==> config.mk <==
export PLATFORM = sky130hd
export DESIGN_NAME = irq_aggregator
export DESIGN_NICKNAME = d
export VERILOG_FILES = /design/src/rtl/irq_aggregator.sv
export SDC_FILE = /design/constraint.sdc
export NUM_CORES = 1
export LEC_CHECK = 0
export ABC_AREA = 0
export BUFFER_PORTS_ARGS = -buffer_cell sky130_fd_sc_hd__buf_4
export CAP_MARGIN = 20
export CORE_MARGIN = 4
export CORE_UTILIZATION = 50
export CTS_BUF_LIST = sky130_fd_sc_hd__clkbuf_16
export DETAILED_ROUTE_END_ITERATION = 7
export PLACE_DENSITY = 0.76
export SETUP_SLACK_MARGIN = 0.5
export SLEW_MARGIN = 20
export SYNTH_ARGS = -nofsm -noshare
export SYNTH_HDL_FRONTEND = slang
export SYNTH_SLANG_ARGS = --single-unit
export TNS_END_PERCENT = 10
==> constraint.sdc <==
create_clock -name clk -period 8.35 [get_ports clk]
set_input_delay 2.505 -clock clk [delete_from_list [all_inputs] [get_ports clk]]
set_output_delay 2.505 -clock clk [all_outputs]
set_load 0.02 [all_outputs]
==> src/rtl/irq_aggregator.sv <==
module irq_aggregator #(
  parameter int NUM_GRP = 3,
  parameter int GRP_W   = 8,
  localparam int N      = NUM_GRP * GRP_W,
  localparam int GW     = $clog2(NUM_GRP + 1),
  localparam int AW     = GW + 2
) (
  input  logic          clk,
  input  logic          rst_n,
  input  logic [N-1:0]  pin_i,
  input  logic          reg_we,
  input  logic [AW-1:0] reg_addr,
  input  logic [GRP_W-1:0] reg_wdata,
  output logic [GRP_W-1:0] reg_rdata,
  output logic          irq_n
);

  logic [N-1:0] sync1, sync2, prev;
  logic [N-1:0] status_q, mask_q, rise_q, fall_q;
  logic [N-1:0] hit, clr;
  logic [NUM_GRP-1:0] grp_stat;

  wire [GW-1:0] a_grp = reg_addr[AW-1:2];
  wire [1:0]    a_sel = reg_addr[1:0];

  always_ff @(posedge clk or negedge rst_n)
    if (!rst_n) begin
      sync1 <= '0;
      sync2 <= '0;
      prev  <= '0;
    end else begin
      sync1 <= pin_i;
      sync2 <= sync1;
      prev  <= sync2;
    end

  assign hit = (rise_q & sync2 & ~prev) | (fall_q & ~sync2 & prev);

  for (genvar g = 0; g < NUM_GRP; g++) begin : g_grp
    wire sel_g = reg_we && (a_grp == GW'(g));

    assign clr[g*GRP_W +: GRP_W] = (sel_g && a_sel == 2'd0) ? reg_wdata : '0;
    assign grp_stat[g] = |(status_q[g*GRP_W +: GRP_W] & mask_q[g*GRP_W +: GRP_W]);

    always_ff @(posedge clk or negedge rst_n)
      if (!rst_n) begin
        mask_q[g*GRP_W +: GRP_W] <= '0;
        rise_q[g*GRP_W +: GRP_W] <= '1;
        fall_q[g*GRP_W +: GRP_W] <= '0;
      end else if (sel_g) begin
        if (a_sel == 2'd1) mask_q[g*GRP_W +: GRP_W] <= reg_wdata;
        if (a_sel == 2'd2) rise_q[g*GRP_W +: GRP_W] <= reg_wdata;
        if (a_sel == 2'd3) fall_q[g*GRP_W +: GRP_W] <= reg_wdata;
      end
  end

  always_ff @(posedge clk or negedge rst_n)
    if (!rst_n) status_q <= '0;
    else        status_q <= (status_q & ~clr) | hit;

  assign irq_n = ~|grp_stat;

  always_comb begin
    reg_rdata = '0;
    for (int g = 0; g < NUM_GRP; g++)
      if (a_grp == GW'(g))
        case (a_sel)
          2'd0: reg_rdata = status_q[g*GRP_W +: GRP_W];
          2'd1: reg_rdata = mask_q[g*GRP_W +: GRP_W];
          2'd2: reg_rdata = rise_q[g*GRP_W +: GRP_W];
          default: reg_rdata = fall_q[g*GRP_W +: GRP_W];
        endcase
    if (a_grp == GW'(NUM_GRP) && a_sel == 2'd0)
      reg_rdata[NUM_GRP-1:0] = grp_stat;
  end

  // a recorded edge always leaves its bit set, clear or not
  assert_edge_sets_R5: assert property (@(posedge clk) disable iff (!rst_n)
    (|hit) |=> ((status_q & $past(hit)) == $past(hit)));

  // without a clearing write no status bit falls
  assert_status_sticky_R9: assert property (@(posedge clk) disable iff (!rst_n)
    !(reg_we && a_sel == 2'd0 && a_grp < GW'(NUM_GRP))
    |=> ((status_q & $past(status_q)) == $past(status_q)));

  assert_quiet_after_reset_R7: assert property (@(posedge clk) disable iff (!rst_n)
    $rose(rst_n) |-> irq_n);

  assert_summary_readonly_R8: assert property (@(posedge clk) disable iff (!rst_n)
    (reg_we && a_grp == GW'(NUM_GRP))
    |=> ($stable(mask_q) && $stable(rise_q) && $stable(fall_q)));

endmodule

==> results.md, run 1 <==
- Synthesis-to-layout area growth: 15.00%
- Max FO, Critical Path: 36
- DRT Pass-1 Iters: 5
- Gr ovfl total: 0
- Via count: 4173
- Complex-gate fraction of the synthesized area: 0.07757
- DRC: 0
- Later-pin clock latency in the skew report: roughly 0.43 ns
- Syn Inst Count: 476
- Post-Synth Adder-Cell Area: 0
- H-tree Lvls: 4
- First-pass GRT wire length: 24330 um
- Setup slack after layout: 1.658 ns
- Worst path arrival time: approximately 4.2 ns
- Lkg Pwr: about 3.3 nW
- Syn nets: 515
- Die Ht: between 100 and 150 um
- Vias in the first global route: 4468
- Seq pwr share: 0.503
- Synthesis-stage register bit count: about 170
- Die width: approximately 130 um
- Final setup viols: 0
- CTS tree: yes
- Core ar.: 0.01335 sq mm
- CTS buffer count: 17
- Worst-path cell chain: buf_4 > mux4_2 > nor2b_1 > a221o_1 > buf_4
- CP bufs+invs: 2
- Most frequent cells in the layout: dfrtp_1, mux2_2, nand2_1
- Comb power frac: 0.141
- Area share of the largest cell type after synthesis: 0.5244
- Cell variety after synth: 34
- Drt first-iter violations: approximately 400
- Maximum clock rate: 0.1494 GHz
- Synth warn: 0
- Dominant cell type by area after synthesis: dfrtp_1
- Pwr dens: between 200 and 300 mW/mm^2
- NetSw: between 0.5 and 0.6 mW
- Outcome: complete, no violations
- Sw frac: 0.2626
- CTS clock-pin slew for the worst setup and hold paths: 0.06 ns
- Post-CTS Resized: 0
- Cts hold-fix bufs: 0
- Crit path max-delay family: buffers and inverters
- Ant diodes: 0
- Fin Setup TNS: 0 ns
- XOR/XNOR share of the synthesized area: 0
- Max_slew headroom: 0.3807
- CTS Root Cell: clkbuf_16
- Number of routed nets with antenna violations: 0
- I/O Pins: 48
- Critical path's slowest cell: mux4_2
- Vias per cell: 5.853
- Clock skew: between 0.008 and 0.009 ns
- Largest family of logic cells by synthesized area: multiplexers
- Internal power: around 1.5 mW
- Setup repair bufs after CTS: 0
- Slew @ Worst Pin: approximately 0.93 ns
- Most common cell after layout, fill and taps aside: dfrtp_1
- Max-cap violation count: 0
- Critical path's largest stage delay: approximately 0.58 ns
- Synthesized cell area: approximately 0.007 sq mm
- Initial antenna violation count: 0
- Initial Util: 0.5148
- Critical Path RT: 5.85 ns
- Count of pins over their slew limit: 0
- Post-Route WL: approximately 15000 um
- Synth area leaders: dfrtp_1, mux2_2, dfstp_2
- CP endpoint kind: output pin
- Final hold viol count: 0
- Longest Clk Path Bufs: 2
- Half-perimeter wire length after placement: between 10000 and 15000 um
- Clock period minus final worst setup slack: between 6 and 7 ns
- GR Util All Layers: 0.2033
- WL per Instance: 21.12 um
- Port bufs: between 40 and 50
- Post-Place Worst Slack: 1.654 ns
- Placed Area: 0.007347 sq mm
- Post-synthesis mux area share: 0.2027
- Largest net degree at the start of global routing: a little over 90
- Cell repeated most along the worst path: buf_4
- Area share of and/or/nand/nor cells after synthesis: 0.08776
- Clock share of power: 0.356
- Global placement routability congestion: 0.8931
- CTS Sinks: about 170
- Critical path class: in2out
- Synthesized area per cell: 14.44 sq um
- Die area: 0.01568 sq mm
- Site Rows: 42
- Share of cells above drive strength 1: 0.3929
- Fin nets: 563
- Peak supply drop: about 0.17 mV
- Hold Crit Class: reg2reg
- Fin crit share: 0.8015
- Final instance area: between 0.007 and 0.008 sq mm
- Register area share after synthesis: 0.6162
- RSZ-0062 raised after global routing: false
- Startpoint Class: input port
[path summary, 6_finish.rpt]
kind,from,slack [ns],cells after the start,endpoint
max,reg_addr[0],1.66,5,reg_rdata[6]
min,sync1[19]$_DFF_PN0_,0.35,0,sync2[19]$_DFF_PN0_
min in group asynchronous,rst_n,2.15,1,sync1[3]$_DFF_PN0_
max reg2reg,rise_q[21]$_DFFE_PN1P_,7.36,3,status_q[21]$_DFF_PN0_
max in group asynchronous,rst_n,4.77,2,sync2[16]$_DFF_PN0_
min reg2reg,sync1[19]$_DFF_PN0_,0.35,0,sync2[19]$_DFF_PN0_
[registers in the layout (all words and copies together) (netlist names)]
name	flops
fall_q	24
mask_q	24
prev	24
rise_q	24
status_q	24
sync1	24
sync2	24
[logic make-up (layout without fill, tap and decap cells)]
| group | Yosys count | after routing |
|---|---|---|
| AND/OR/NAND/NOR | 114 | 114 |
| flip-flops | 168 | 168 |
| buffers and inverters | 19 | 80 |
| multiplexers | 99 | 99 |
| AO/OA/AOI/OAI | 76 | 76 |
[cell usage after synthesis]
| library cell | instances |
|---|---|
| nand4_1 | 3 |
| or2_2 | 2 |
| a21oi_1 | 2 |
| nand3_1 | 2 |
| dfstp_2 | 24 |
| or3b_4 | 1 |
| nand3b_1 | 20 |
| mux2_4 | 16 |
| a21o_1 | 24 |
| a211oi_1 | 1 |
| a221o_1 | 5 |
| o22ai_1 | 9 |
| nor3_1 | 1 |
| dfrtp_1 | 144 |
| buf_2 | 3 |
| nor3_2 | 3 |
| nand2_1 | 56 |
| nor2b_1 | 7 |
| mux2i_1 | 6 |
| o21ai_0 | 18 |
| buf_6 | 3 |
| a221oi_1 | 1 |
| mux2_2 | 57 |
| a2bb2oi_1 | 1 |
| o221a_2 | 2 |
| or2_1 | 2 |
| buf_4 | 3 |
| clkbuf_1 | 10 |
| nor2_1 | 3 |
| mux4_2 | 20 |
| a22oi_1 | 12 |
| nand2b_1 | 7 |
| o221ai_1 | 1 |
| nor2_2 | 7 |
[per-layer routing]
metal  wire length (um)  vias to the layer above  track usage
met5                  0                        -            0
met4                402                        0      0.09056
met3                886                       27      0.05373
met2               7340                      114       0.3189
met1               6431                     2203       0.2691
li1                   -                     1829            -
[power by group through the flow]
stage | sequential, mW | clock (mW) | combinational, mW
floorplan | 1.01 | 0 | 0.214
CTS | 1.04 | 0.754 | 0.295
finish | 1.04 | 0.738 | 0.292
detailed placement | 1.05 | 0 | 0.294
global placement | 1.05 | 0 | 0.279
global route | 1.05 | 0.790 | 0.316
[layout make-up]
class / instances / area (sq um)
Clock buffer: 17 / 425.4
Tap cell: 176 / 220.2
Sequential cell: 168 / 4234
Multi-Input combinational cell: 289 / 2529
Timing Repair Buffer: 48 / 364.1
Clock inverter: 15 / 130.1
Fill cell: 1028 / 5445
[metrics by stage]
stage	power [mW]	utilization	hold slack, ns	cells
after CTS	2.088	0.5921	0.3498	713
after detailed placement	1.346	0.5504	0.3347	681
after global routing	2.160	0.5921	0.3471	713
after floorplan	1.227	-	0.3312	476
after global placement	1.326	0.5504	0.3329	681
final	2.071	0.5921	0.3452	713
[worst register-to-register path, stage by stage, from the launching register on]
cell	delay (ns)
dfstp_2	0.56
nand2_1	0.05
o21ai_0	0.19
a21o_1	0.12
Note: power is estimated with default switching activity, not from simulation.
==> run 2: changes to the inputs <==
==> constraint.sdc (replaced) <==
create_clock -name clk -period 6.3 [get_ports clk]
set_input_delay 1.89 -clock clk [delete_from_list [all_inputs] [get_ports clk]]
set_output_delay 1.89 -clock clk [all_outputs]
set_load 0.02 [all_outputs]
==> results.md, run 2 (synthesis gave the netlist of run 1 again) <==
- Setup repair bufs after CTS: 0 (unchanged)
- Crit path depth: 5 (unchanged)
- Met2 routed WL: 7541 um (+2.7%)
- Post-CTS Resized: 0 (unchanged)
- Initial Util: 0.5148 (unchanged)
- WL per Instance: 21.15 um (+0.15%)
- Critical path's slowest cell: mux4_2
- Clock skew: 0.008134 ns (-0.0004185 ns)
- Synthesis-to-layout area growth: 14.80%
- H-tree Lvls: 4 (unchanged)
- Peak supply drop: 0.1915 mV (+16%)
- Cts hold-fix bufs: 0 (unchanged)
- CTS clock-pin slew for the worst setup and hold paths: 0.07 ns (about the same)
- Die Ht: 125.2 um (unchanged)
- Later-pin clock latency in the skew report: 0.42 ns (about the same)
- WHS: 0.3420 ns (-0.003161 ns)
- Design Power: 2.718 mW (+31%)
- Met1 wire length: 6318 um (-1.8%)
- Critical path's largest stage delay: 0.58 ns (about the same)
- Fin nets: 563 (unchanged)
- Worst-path cell chain: buf_4 > mux4_2 > nor2b_1 > a221o_1 > buf_4
- Longest Clk Path Bufs: 2 (unchanged)
- CTS buffer count: 17 (unchanged)
- Max_slew headroom: 0.3627 (-0.01798)
- Worst path arrival time: 3.56 ns (-0.63 ns)
- Fin Setup TNS: 0 ns (unchanged)
- Outcome: complete, no violations
- Port bufs: 47 (unchanged)
- Die width: 125.2 um (unchanged)
- Half-perimeter wire length after placement: 10230 um (+1.3%)
- CP endpoint kind: output pin
- Met3 wire length: 774 um (-13%)
- Share of cells above drive strength 1: 0.3873 (-0.005587)
- CTS tree: yes
- Via count: 4191 (+0.43%)
- Cell repeated most along the worst path: buf_4
- Slew @ Worst Pin: 0.9559 ns (+0.02698 ns)
- Gr ovfl total: 0 (unchanged)
- Site Rows: 42 (unchanged)
- Final setup viols: 0 (unchanged)
- CTS Root Cell: clkbuf_16
- Critical Path RT: 4.41 ns (-1.44 ns)
- Number of routed nets with antenna violations: 0 (unchanged)
- Most common cell after layout, fill and taps aside: dfrtp_1
- Largest net degree at the start of global routing: 125 (+34%)
- Fin crit share: 0.8650
- GR Util All Layers: 0.2048 (+0.001496)
- Hold Path Stages: 0 (unchanged)
- DRT Pass-1 Iters: 4 (-1)
- CP bufs+invs: 2 (unchanged)
- RSZ-0062 raised after global routing: false
- Max FO, Critical Path: 36 (unchanged)
- Core ar.: 0.01335 sq mm (unchanged)
- Startpoint Class: input port
- Maximum clock rate: about 0.18 GHz
- Vias per cell: 5.878 (+0.43%)
- FF-to-FF path depth: 3 (unchanged)
- Pwr dens: 344.5 mW/mm^2 (+31%)
- DRC: 0 (unchanged)
- Most frequent cells in the layout: dfrtp_1, mux2_2, nand2_1
- Ant diodes: 0 (unchanged)
- Count of pins over their slew limit: 0 (unchanged)
- Post-Route WL: 15080 um (+0.15%)
- Vias in the first global route: 4473 (+0.11%)
- Drt first-iter violations: 387 (-1.3%)
- Lkg Pwr: 3.279 nW (+0.13%)
- Max-cap violation count: 0 (unchanged)
- Global placement routability congestion: 0.8817 (-1.3%)
- Die area: 0.01568 sq mm (unchanged)
- Initial antenna violation count: 0 (unchanged)
- Final hold viol count: 0 (unchanged)
- Clock period minus final worst setup slack: ~5.4 ns
- Critical path class: in2out
- CTS Sinks: 168 (unchanged)
- Hold Crit Class: reg2reg
- First-pass GRT wire length: 24550 um (+0.91%)
- DR top layer: met4
- I/O Pins: 48 (unchanged)
- Crit path max-delay family: buffers and inverters
==> run 2: cell types whose count changed in the layout (fill, tap and decap cells not counted) <==
cell / before / now
buf_6: 1 / 0
clkbuf_8: 0 / 1
clkinv_1: 1 / 3
clkinv_2: 3 / 4
clkinvlp_4: 5 / 3
inv_1: 0 / 1
inv_6: 2 / 0
==> run 2: worst paths after layout <==
check,start,to,slack (ns)
worst min-delay path,sync1[5]$_DFF_PN0_,sync2[5]$_DFF_PN0_,0.34
max in group asynchronous,rst_n,rise_q[22]$_DFFE_PN1P_,3.59
worst max-delay path,reg_addr[0],reg_rdata[6],0.85
worst max register to register,rise_q[19]$_DFFE_PN1P_,status_q[19]$_DFF_PN0_,5.37
worst min register to register,sync1[5]$_DFF_PN0_,sync2[5]$_DFF_PN0_,0.34
min in group asynchronous,rst_n,sync2[4]$_DFF_PN0_,1.61
==> run 2: metal layers <==
metal / vias to the layer above / track usage
li1: 1830 / -
met1: 2188 / 0.2633
met4: 0 / 0.09630
met3: 33 / 0.05757
met2: 140 / 0.3249
met5: - / 0
==> run 2: power breakdown <==
part / switching (mW) / internal (mW) / total (mW)
registers: 0.126 / 1.25 / 1.38
logic: 0.161 / 0.226 / 0.388
clock network: 0.413 / 0.535 / 0.949
==> run 2: through the flow <==
step	cell area (sq um)	cells	setup slack (ns)	util
after floorplan	6872	476	1.257	-
after global placement	7347	681	0.8683	0.5504
after detailed placement	7347	681	0.8325	0.5504
after CTS	7886	713	0.8375	0.5908
after global routing	7889	713	0.7641	0.5910
final	7889	713	0.8508	0.5910
==> run 2: worst reg2reg max path: stages (launching register included) <==
cell and delay [ns]:
dfstp_2 0.57, nand2_1 0.06, o21ai_0 0.14, a21o_1 0.10
==> run 2: final cells by class <==
cell class / instances / area [sq um]
clock buffer: 17 / 425.4
tap: 176 / 220.2
timing repair buffer: 48 / 366.6
clock inverter: 15 / 113.9
fill: 1065 / 5459
sequential: 168 / 4234
multi-input combinational: 289 / 2529
